`config.mk`:
```
export PLATFORM = sky130hd
export DESIGN_NAME = adc_ctl_seq
export DESIGN_NICKNAME = d
export VERILOG_FILES = /design/src/rtl/adcseq_pkg.sv /design/src/rtl/adcseq_frame_ctr.sv /design/src/rtl/adcseq_shifter.sv /design/src/rtl/adcseq_cal_timer.sv /design/src/rtl/adc_ctl_seq.sv
export SDC_FILE = /design/constraint.sdc
export NUM_CORES = 1
export LEC_CHECK = 0
export BUFFER_PORTS_ARGS = -buffer_cell sky130_fd_sc_hd__buf_2
export CAP_MARGIN = 40
export CORE_AREA = 2 2 87 89
export DETAILED_ROUTE_END_ITERATION = 12
export DIE_AREA = 0 0 89 91
export GPL_ROUTABILITY_DRIVEN = 0
export PLACE_DENSITY = 0.56
export SYNTH_ARGS = -nofsm -noshare
export SYNTH_HDL_FRONTEND = slang
export SYNTH_SLANG_ARGS = --single-unit
export TNS_END_PERCENT = 10
```
`constraint.sdc`:
```
create_clock -name clk -period 1.7 [get_ports clk]
set_clock_uncertainty 0.05 [all_clocks]
set_input_delay 0.17 -clock clk [delete_from_list [all_inputs] [get_ports clk]]
set_output_delay 0.17 -clock clk [all_outputs]
set_load 0.01 [all_outputs]
```
`src/rtl/adcseq_pkg.sv`:
```
package adcseq_pkg;
  typedef enum logic [1:0] {
    ST_IDLE  = 2'b00,
    ST_FRAME = 2'b01,
    ST_CAL   = 2'b10,
    ST_SLEEP = 2'b11
  } seq_state_t;

  // Mode field {M1,M0}; the sequencer decodes these values directly.
  typedef enum logic [1:0] {
    MD_SHORT = 2'b00,
    MD_CAL   = 2'b01,
    MD_SLEEP = 2'b10,
    MD_LONG  = 2'b11
  } mode_t;
endpackage

```
`src/rtl/adcseq_frame_ctr.sv`:
```
module adcseq_frame_ctr #(
  parameter int RES_W         = 16,
  parameter int ACQ_SHORT_END = 6,
  parameter int ACQ_EXTRA     = 8
) (
  input  logic clk,
  input  logic rst_n,
  input  logic start_i,
  input  logic run_i,
  input  logic long_i,
  output logic bit1_o,
  output logic bit2_o,
  output logic bit3_o,
  output logic acq_o,
  output logic load_o,
  output logic shift_o,
  output logic last_o
);
  localparam int ACQ_LONG_END = ACQ_SHORT_END + ACQ_EXTRA;
  localparam int FRAME_SHORT  = ACQ_SHORT_END + RES_W + 2;
  localparam int FRAME_LONG   = ACQ_LONG_END + RES_W + 2;
  localparam int CNT_W        = $clog2(FRAME_LONG);

  logic [CNT_W-1:0] cnt_q, cnt_d;
  logic [CNT_W-1:0] acq_end, load_at, last_at;

  always_comb begin
    cnt_d = cnt_q;
    if (start_i)    cnt_d = CNT_W'(1);
    else if (run_i) cnt_d = cnt_q + 1'b1;
  end

  always_ff @(posedge clk or negedge rst_n) begin
    if (!rst_n) cnt_q <= '0;
    else        cnt_q <= cnt_d;
  end

  always_comb begin
    acq_end = long_i ? CNT_W'(ACQ_LONG_END) : CNT_W'(ACQ_SHORT_END);
    load_at = acq_end + 1'b1;
    last_at = long_i ? CNT_W'(FRAME_LONG - 1) : CNT_W'(FRAME_SHORT - 1);
  end

  assign bit1_o  = (cnt_q == CNT_W'(1));
  assign bit2_o  = (cnt_q == CNT_W'(2));
  assign bit3_o  = (cnt_q == CNT_W'(3));
  assign acq_o   = (cnt_q <= acq_end);
  assign load_o  = (cnt_q == load_at);
  assign shift_o = (cnt_q > load_at);
  assign last_o  = (cnt_q == last_at);
endmodule

```
`src/rtl/adcseq_shifter.sv`:
```
module adcseq_shifter #(
  parameter int RES_W = 16
) (
  input  logic             clk,
  input  logic             rst_n,
  input  logic             load_i,
  input  logic             shift_i,
  input  logic [RES_W-1:0] data_i,
  output logic             msb_o
);
  logic [RES_W-1:0] sh_q, sh_d;

  always_comb begin
    sh_d = sh_q;
    if (load_i)       sh_d = data_i;
    else if (shift_i) sh_d = {sh_q[RES_W-2:0], 1'b0};
  end

  always_ff @(posedge clk or negedge rst_n) begin
    if (!rst_n) sh_q <= '0;
    else        sh_q <= sh_d;
  end

  assign msb_o = sh_q[RES_W-1];
endmodule

```
`src/rtl/adcseq_cal_timer.sv`:
```
module adcseq_cal_timer #(
  parameter int CAL_CYCLES = 80000
) (
  input  logic clk,
  input  logic rst_n,
  input  logic clr_i,
  input  logic run_i,
  output logic done_o
);
  localparam int CAL_W = $clog2(CAL_CYCLES + 1);

  logic [CAL_W-1:0] cnt_q, cnt_d;

  always_comb begin
    cnt_d = cnt_q;
    if (clr_i)      cnt_d = '0;
    else if (run_i) cnt_d = cnt_q + 1'b1;
  end

  always_ff @(posedge clk or negedge rst_n) begin
    if (!rst_n) cnt_q <= '0;
    else        cnt_q <= cnt_d;
  end

  assign done_o = (cnt_q == CAL_W'(CAL_CYCLES - 1));
endmodule

```
`src/rtl/adc_ctl_seq.sv`:
```
module adc_ctl_seq
  import adcseq_pkg::*;
#(
  parameter int RES_W         = 16,
  parameter int ACQ_SHORT_END = 6,
  parameter int ACQ_EXTRA     = 8,
  parameter int CAL_CYCLES    = 80000
) (
  input  logic             clk,
  input  logic             rst_n,
  input  logic             shdn_n,
  input  logic             din,
  input  logic [RES_W-1:0] result_i,
  output logic             dout,
  output logic             sstrb,
  output logic             acq,
  output logic             busy,
  output logic             uni,
  output logic             asleep
);
  // Reset: asserted asynchronously, released on a clock edge.
  logic rst_m, rst_q;
  always_ff @(posedge clk or negedge rst_n) begin
    if (!rst_n) begin
      rst_m <= 1'b0;
      rst_q <= 1'b0;
    end else begin
      rst_m <= 1'b1;
      rst_q <= rst_m;
    end
  end

  seq_state_t st_q, st_d;
  logic uni_q, uni_d, m1_q, m1_d, long_q, long_d, sd_q, sd_d;
  logic ctr_start, ctr_run;
  logic f_b1, f_b2, f_b3, f_acq, f_load, f_shift, f_last;
  logic cal_clr, cal_run, cal_done;
  logic sh_load, sh_shift, sh_msb;
  mode_t md;

  adcseq_frame_ctr #(
    .RES_W(RES_W), .ACQ_SHORT_END(ACQ_SHORT_END), .ACQ_EXTRA(ACQ_EXTRA)
  ) u_frame (
    .clk(clk), .rst_n(rst_q), .start_i(ctr_start), .run_i(ctr_run),
    .long_i(long_q), .bit1_o(f_b1), .bit2_o(f_b2), .bit3_o(f_b3),
    .acq_o(f_acq), .load_o(f_load), .shift_o(f_shift), .last_o(f_last)
  );

  adcseq_shifter #(.RES_W(RES_W)) u_shift (
    .clk(clk), .rst_n(rst_q), .load_i(sh_load), .shift_i(sh_shift),
    .data_i(result_i), .msb_o(sh_msb)
  );

  adcseq_cal_timer #(.CAL_CYCLES(CAL_CYCLES)) u_cal (
    .clk(clk), .rst_n(rst_q), .clr_i(cal_clr), .run_i(cal_run),
    .done_o(cal_done)
  );

  assign md = mode_t'({m1_q, din});

  always_comb begin
    st_d      = st_q;
    uni_d     = uni_q;
    m1_d      = m1_q;
    long_d    = long_q;
    sd_d      = sd_q;
    ctr_start = 1'b0;
    ctr_run   = 1'b0;
    cal_clr   = 1'b0;
    cal_run   = 1'b0;
    sh_load   = 1'b0;
    sh_shift  = 1'b0;
    if (!shdn_n) begin
      st_d = ST_IDLE;
      sd_d = 1'b0;
    end else begin
      unique case (st_q)
        ST_IDLE, ST_SLEEP: begin
          if (din) begin
            st_d      = ST_FRAME;
            ctr_start = 1'b1;
            sd_d      = 1'b0;
          end
        end
        ST_FRAME: begin
          ctr_run = 1'b1;
          if (f_b1) uni_d = din;
          if (f_b2) m1_d  = din;
          if (f_b3) begin
            unique case (md)
              MD_SHORT: long_d = 1'b0;
              MD_LONG:  long_d = 1'b1;
              MD_SLEEP: sd_d   = 1'b1;
              MD_CAL: begin
                st_d    = ST_CAL;
                cal_clr = 1'b1;
              end
              default: ;
            endcase
          end
          if (f_load)       sh_load  = 1'b1;
          else if (f_shift) sh_shift = 1'b1;
          if (f_last && !(f_b3 && md == MD_CAL))
            st_d = sd_q ? ST_SLEEP : ST_IDLE;
        end
        ST_CAL: begin
          if (din) begin
            st_d      = ST_FRAME;
            ctr_start = 1'b1;
            sd_d      = 1'b0;
          end else if (cal_done) begin
            st_d = ST_IDLE;
          end else begin
            cal_run = 1'b1;
          end
        end
        default: st_d = ST_IDLE;
      endcase
    end
  end

  always_ff @(posedge clk or negedge rst_q) begin
    if (!rst_q) begin
      st_q   <= ST_IDLE;
      uni_q  <= 1'b0;
      m1_q   <= 1'b0;
      long_q <= 1'b0;
      sd_q   <= 1'b0;
    end else begin
      st_q   <= st_d;
      uni_q  <= uni_d;
      m1_q   <= m1_d;
      long_q <= long_d;
      sd_q   <= sd_d;
    end
  end

  assign busy   = (st_q == ST_FRAME);
  assign acq    = busy && f_acq;
  assign dout   = busy && f_shift && sh_msb;
  assign sstrb  = (st_q == ST_CAL);
  assign asleep = (st_q == ST_SLEEP);
  assign uni    = uni_q;
endmodule

```
==> impl_metrics.csv, run 1 <==
group,metric,value,unit
route,top_layer_used,"met4",
route,drt_iter0_drc,102,
timing,rsz0062_at_grt,"yes",
worst_setup_path,cpPeakStageDelay,430,ps
run,drv_cap,0,
timing,drv_slew,0,
worst_setup_path,endpoint_kind,"primary output",
die,die_h,91,um
synth,ys_seq_area_share,47.13,%
timing,fin_crit,1896,ps
worst_setup_path,crit_fanout,4,
route,routedWlPerCell,12.32,um
clock_network,clk_path_buf_depth,2,
worst_setup_path,critPathKind,"register to primary output",
synth,synth.avg_cell_area,9.430,sq um
worst_setup_path,crit_top_cell,"a31oi_1",
clock_network,clk_latency,300,ps
worst_setup_path,critical-path-slowest-cell,"dfrtp_1",
route,firstDrtPassIters,4,
worst_setup_path,required,1480,ps
worst_setup_path,worstPathCellList,"ha_4 > buf_6 > a31oi_1 > a31oi_1 > nor3b_1 > buf_2",
timing,worst_slack,-195.6,ps
worst_setup_path,critPathTopFamily,"flip-flops",
die,core_area,7137,sq um
power_and_ir_drop,irDropWorstVdd,462.2,uV
power_and_ir_drop,powerDensity,871.7,nW/um^2
timing,tns,-2982,ps
synth,yosys_warnings,0,
synth,ys_types,43,
clock_network,clkTransAtPathRegs,90,ps
clock_network,clock_sinks,46,
placement,hpwl,4026,um
timing,max_freq,527.6,MHz
die,num_io_pins,26,
route,viasPerCell,4.767,
route,met1_length,2579,um
die,start_util,34.22,%
worst_setup_path,crit_arrival,1680,ps
final_layout,area_delta_synth_final,35.91,%
final_layout,fillers,719,
final_layout,final_cell_mix,"dfrtp_1 (45), buf_4 (43), nand2_1 (35), buf_2 (24), nor2_1 (21)",
min_path,min_path_type,"primary input to register",
global_route,grt_max_degree,32,
synth,syn_inst,259,
route,drc_errors,0,
route,dr_wl_met3,155,um
global_route,grt_pass1_wl,9597,um
synth,synth_seq_cells,46,
power_and_ir_drop,totalPowerFinal,2.894,mW
worst_setup_path,path_buf_inv,2,
die,die_w,89,um
final_layout,antenna_cells,0,
route,via_count,2083,
clock_network,cts_tree,"yes",
global_route,grt_use_total,14.79,%
synth,netlist_area,2442,sq um
global_route,grt_pass1_vias,2105,
die,dieArea,8099,sq um
final_layout,final_common_cell,"dfrtp_1",
placement,port-buffer-count,25,
timing,hold_viol,0,
global_route,grt-ovfl-total,0,
final_layout,finalNetCount,368,
clock_network,root_buffer,"clkbuf_8",
clock_network,numCtsBuffers,5,
synth,syn_nets,290,
global_route,grt_antenna_before_repair,0,
die,rows,31,
outcome,violations,"setup timing",
clock_network,cts_max_level,2,
route,drt-total-wl,5386,um
route,dr_wl_met2,2615,um
route,ant_nets,0,
final_layout,drive_above_1_share,33.73,%
outcome,status,"complete, but fails checks",
timing,period_share,111.5,%
worst_setup_path,critPathLaunchType,"register",
power_and_ir_drop,cellLeakagePower,1.551,nW
timing,setup_viol,28,
==> state kept, by name, summed over array words and instances, names as in the netlist <==
register,flops
long_q,1
u_shift.sh_q,16
u_frame.cnt_q,5
rst_m,1
st_q,2
u_cal.cnt_q,17
rst_q,1
sd_q,1
uni,1
m1_q,1
==> worst register-to-register path: stages, from the launching register on <==
cell      delay [ps]
dfrtp_1          440
ha_2             210
nand3b_1         190
nor3_2           240
o21ai_2          150
or3_1            370
a21oi_1          150
==> path summary, 6_finish.rpt <==
kind	from	endpoint	slack (ps)	cells past startpoint
setup / recovery	u_frame.cnt_q[3]	acq	-200	6
hold / removal	result_i[0]	u_shift.sh_q[0]	40	3
setup reg to reg	st_q[1]	u_cal.cnt_q[15]	-150	6
hold reg to reg	rst_q	long_q	130	0
max in group asynchronous	rst_q	u_cal.cnt_q[5]	980	1
min in group asynchronous	rst_q	long_q	130	0
==> per-layer routing <==
metal | track usage [%] | vias up
met5 | 0 | -
met4 | 3.109 | 0
met3 | 2.909 | 4
met2 | 24.32 | 27
met1 | 20.15 | 985
li1 | - | 1067
==> final cells by class <==
cell class | count | area [sq um] | share of cell area [%]
Tap cell | 99 | 123.9 | 3.732
Inverter | 11 | 41.29 | 1.244
Timing Repair Buffer | 78 | 583.1 | 17.57
Clock buffer | 6 | 72.57 | 2.186
Sequential cell | 46 | 1152 | 34.72
Multi-Input combinational cell | 195 | 1333 | 40.14
Clock inverter | 2 | 13.76 | 0.4146
==> cells by family after synthesis <==
kind of cell,share of synthesized area (%)
compound gates,13.88
xor+xnor,3.586
fa+ha+maj,5.635
buf+inv,3.791
flops,47.13
mux,3.740
other cells,0.1535
simple gates,22.08
==> where the power goes <==
part	total [mW]	internal, mW	switching (mW)
Sequential	1.40	1.27	0.127
Clock	0.664	0.291	0.373
Combinational	0.830	0.425	0.405
Total	2.89	1.99	0.906
==> synthesized netlist by cell type (all sizes together) <==
cell type	count	area share (%)
nor2	23	3.5
nand4b	1	0.36
a211oi	1	0.82
nand4	5	1.3
o2bb2ai	2	0.72
a21boi	1	0.31
nand3	19	3.9
o211a	1	0.41
or2	1	0.26
or4	1	0.31
buf	4	1.6
o21bai	1	0.46
and2	3	0.97
nand3b	2	0.61
nor3b	1	0.31
or3	6	1.5
a21oi	15	3.1
o2111ai	1	0.36
mux2	1	0.46
a31oi	2	0.51
dfrtp	46	47
clkbuf	3	0.51
nor4b	1	0.36
ha	11	5.6
a22oi	7	2.2
and3	4	1.1
nand2	36	5.5
o211ai	2	0.61
nor3	7	1.6
conb	1	0.15
inv	11	1.7
o31ai	2	0.61
xnor2	2	0.72
and4b	1	0.41
mux2i	8	3.3
xor2	8	2.9
o21ai	18	3.8
==> timing repair <==
item | 4_1_cts | 5_1_grt
hold buffers | 1 | 0
setup buffers | 0 | 3
pin swaps | 9 | 9
hold endpoints to repair | 2 | 0
gates resized for setup | 10 | 23
setup endpoints to repair | 35 | 37
==> per-stage QoR <==
| step | std cells | hold WS [ps] | setup WS (ps) | instance area, sq um | utilization (%) |
|---|---|---|---|---|---|
| 2_1_floorplan | 259 | -175.6 | -244.8 | 2475 | - |
| 3_3_place_gp | 425 | -93.00 | -154.5 | 3067 | 42.97 |
| 3_5_place_dp | 425 | -91.35 | -169.4 | 3067 | 42.97 |
| 4_1_cts | 434 | 29.82 | -185.1 | 3199 | 44.83 |
| 5_1_grt | 437 | 24.00 | -269.3 | 3319 | 46.51 |
| 6_report | 437 | 36.83 | -195.6 | 3319 | 46.51 |
No activity file was read; power rests on OpenSTA's default activity.
==> inputs of run 2 (changes only) <==
--- a/config.mk
+++ b/config.mk
@@ -7,12 +7,13 @@
 export LEC_CHECK = 0
 export BUFFER_PORTS_ARGS = -buffer_cell sky130_fd_sc_hd__buf_2
 export CAP_MARGIN = 40
-export CORE_AREA = 2 2 87 89
+export CORE_AREA = 2 2 89 91
 export DETAILED_ROUTE_END_ITERATION = 12
-export DIE_AREA = 0 0 89 91
+export DIE_AREA = 0 0 91 93
 export GPL_ROUTABILITY_DRIVEN = 0
 export PLACE_DENSITY = 0.56
 export SYNTH_ARGS = -nofsm -noshare
 export SYNTH_HDL_FRONTEND = slang
+export SYNTH_HIERARCHICAL = 1
 export SYNTH_SLANG_ARGS = --single-unit
 export TNS_END_PERCENT = 10
==> constraint.sdc (replaced) <==
create_clock -name clk -period 1.7 [get_ports clk]
set_clock_uncertainty 0.05 [all_clocks]
set_input_delay 0.17 -clock clk [delete_from_list [all_inputs] [get_ports clk]]
set_output_delay 0.17 -clock clk [all_outputs]
set_load 0.05 [all_outputs]
==> impl_metrics.csv, run 2 <==
group,metric,value,unit
worst_setup_path,endpoint_kind,"register",
final_layout,largest_registers,"u_cal/cnt_q (17), u_shift/sh_q (16), u_frame/cnt_q (5)",
clock_network,numCtsBuffers,5,
final_layout,finalNetCount,370,
timing,max_freq,418.2,MHz
route,firstDrtPassIters,4,
route,via_count,2084,
global_route,grt_max_degree,45,
outcome,status,"complete, but fails checks",
clock_network,cts_tree,"yes",
synth,synth_top_cell_area_share,45.16,%
min_path,min_path_type,"primary input to register",
placement,hpwl,3882,um
worst_setup_path,required,1840,ps
worst_setup_path,critPathKind,"register to register",
final_layout,drive_above_1_share,41.18,%
timing,rsz0062_at_grt,"yes",
global_route,grt_pass1_vias,2095,
timing,setup_viol,37,
die,core_area,7527,sq um
synth,yosys.area.top_type,"dfrtp_1",
power_and_ir_drop,totalPowerFinal,3.620,mW
min_path,min-delay-start,"result_i[13]",
global_route,grt_antenna_before_repair,0,
die,start_util,33.86,%
timing,fin_crit,2391,ps
worst_setup_path,critPathTopFamily,"simple AND/OR/NAND/NOR gates",
synth,yosys_most_used_dff,"dfrtp_1",
min_path,holdPathEnd,"u_shift/sh_q[13]",
route,ant_nets,0,
route,drt-total-wl,5570,um
global_route,grt_use_total,13.90,%
final_layout,largest_reg_flops,17,
power_and_ir_drop,powerDensity,1018,nW/um^2
die,num_io_pins,26,
die,die_w,91,um
synth,async_reset_ff_share,100.0,%
die,die_h,93,um
synth,synthTopCellsByCount,"dfrtp_1 (46), nand2_1 (25), nor2_1 (22)",
clock_network,clkTransAtPathRegs,90,ps
global_route,grt_pass1_wl,9604,um
clock_network,clk_latency,310,ps
worst_setup_path,rr_endpoint,"u_cal/cnt_q[15]",
timing,worst_hold_slack,23.44,ps
final_layout,area_delta_synth_final,39.52,%
worst_setup_path,critical-path-slowest-cell,"or4b_4",
timing,drv_slew,0,
route,routedWlPerCell,12.60,um
synth,synth.avg_cell_area,10.15,sq um
synth,ys_types,52,
synth,synth-edff-count,0,
final_layout,antenna_cells,0,
synth,synth.area.top_cells,"dfrtp_1 (45%), mux2i_1 (6.7%), ha_1 (5.4%)",
timing,period_share,140.7,%
clock_network,clock_sinks,46,
worst_setup_path,reg2reg_slack,-690,ps
clock_network,clk_path_buf_depth,2,
outcome,violations,"setup timing",
route,drc_errors,0,
worst_setup_path,crit_fanout,4,
run,drv_cap,0,
worst_setup_path,cpPeakStageDelay,460,ps
worst_setup_path,critPathLaunchType,"register",
timing,worst_slack,-691.1,ps
final_layout,final_cell_mix,"buf_4 (58), dfrtp_1 (45), nand2_1 (23), buf_2 (23), nor2_1 (22)",
synth,syn_inst,251,
global_route,grt-ovfl-total,0,
clock_network,cts_max_level,2,
synth,ys_seq_area_share,45.16,%
clock_network,root_buffer,"clkbuf_8",
synth,synth_most_common_cell,"dfrtp_1",
worst_setup_path,worstReg2RegStart,"u_cal/cnt_q[0]",
worst_setup_path,crit_arrival,2530,ps
synth,yosys_warnings,6,
route,viasPerCell,4.715,
synth,synth_seq_cells,46,
synth,syn_nets,282,
worst_setup_path,path_buf_inv,2,
power_and_ir_drop,irDropWorstVdd,750.9,uV
power_and_ir_drop,cellLeakagePower,1.636,nW
synth,netlist_area,2549,sq um
timing,hold_viol,0,
placement,port-buffer-count,25,
final_layout,regMostFlops,"u_cal/cnt_q",
worst_setup_path,worst_r2r_path_depth,10,
final_layout,final_common_cell,"buf_4",
die,dieArea,8463,sq um
die,rows,32,
min_path,min_delay_path_depth,3,
route,drt_iter0_drc,112,
worst_setup_path,worstPathCellList,"ha_4 > or4b_4 > nor4_4 > inv_1 > and4_4 > o211ai_1 > buf_4 > nor4_2 > nand3_1 > mux2_4",
-- run 2: kinds of logic (layout without fill, tap and decap cells) --
logic type,Yosys count,in the layout,share of synthesized area [%]
other,1,1,0.1471
xor gates and xnor gates,15,15,5.155
DFF,46,46,45.16
AOI/OAI and AO/OA,33,33,8.394
and+or+nand+nor,101,101,22.04
buffers and inverters,22,111,4.369
adders and majority gates,11,11,5.400
muxes,22,22,9.327
-- run 2: power breakdown --
part | switching, mW | internal (mW) | leakage, nW
combinational | 0.764 | 0.695 | 0.965
clock | 0.406 | 0.297 | 0.0447
sequential | 0.136 | 1.32 | 0.626
total | 1.31 | 2.31 | 1.64
-- run 2: worst max path at each step --
stage               depth (start not counted)         endpoint           start
CTS                                        10  u_cal/cnt_q[15]  u_cal/cnt_q[0]
floorplan                                  10  u_cal/cnt_q[15]  u_cal/cnt_q[0]
global route                               10  u_cal/cnt_q[15]  u_cal/cnt_q[0]
detailed placement                         10  u_cal/cnt_q[15]  u_cal/cnt_q[1]
global placement                           10  u_cal/cnt_q[16]  u_cal/cnt_q[1]
finish                                     10  u_cal/cnt_q[15]  u_cal/cnt_q[0]
-- run 2: worst register-to-register path, delay by kind of cell, from the launching register on --
| family | cells | cell delay [ps] |
|---|---|---|
| simple gates | 5 | 930 |
| flops | 1 | 400 |
| mux | 1 | 300 |
| buf+inv | 2 | 270 |
| compound gates | 1 | 200 |
| fa+ha+maj | 1 | 140 |
-- run 2: routing by layer --
layer | wire length [um] | part of all wire, % | global-route usage (%) | vias up
met5 | 0 | 0 | 0 | -
met4 | 74 | 1.3 | 4.924 | 0
met3 | 194 | 3.5 | 2.820 | 6
met2 | 2694 | 48 | 22.22 | 41
met1 | 2606 | 47 | 18.78 | 992
li1 | - | - | - | 1045
-- run 2: area by class of cell --
type	instances	area, sq um
fillers	756	3971
multi-input cells	183	1446
flip-flops and latches	46	1152
repair buffers	90	684.4
well taps	102	127.6
clock buffers	5	68.82
inverters	13	51.30
clock inverters	3	25.02
-- run 2: per-stage QoR --
stage | setup slack (ps) | cells | TNS, ps | util, % | instance area [sq um]
6_report | -691.1 | 442 | -14030 | 47.24 | 3556
5_1_grt | -812.1 | 442 | -18040 | 47.24 | 3556
4_1_cts | -662.5 | 441 | -14490 | 46.79 | 3522
3_5_place_dp | -761.1 | 425 | -17440 | 43.09 | 3243
3_3_place_gp | -682.9 | 425 | -16170 | 43.09 | 3243
2_1_floorplan | -980.8 | 251 | -18430 | - | 2595
-- run 2: repair_timing --
item / in CTS / in global routing
buffers inserted: 7 / 2
setup endpoints to repair: 39 / 40
pin swaps: 21 / 4
endpoints found under the hold margin: 2 / 0
cloned: 0 / 0
gates resized for setup: 32 / 8
hold buffers: 1 / 0
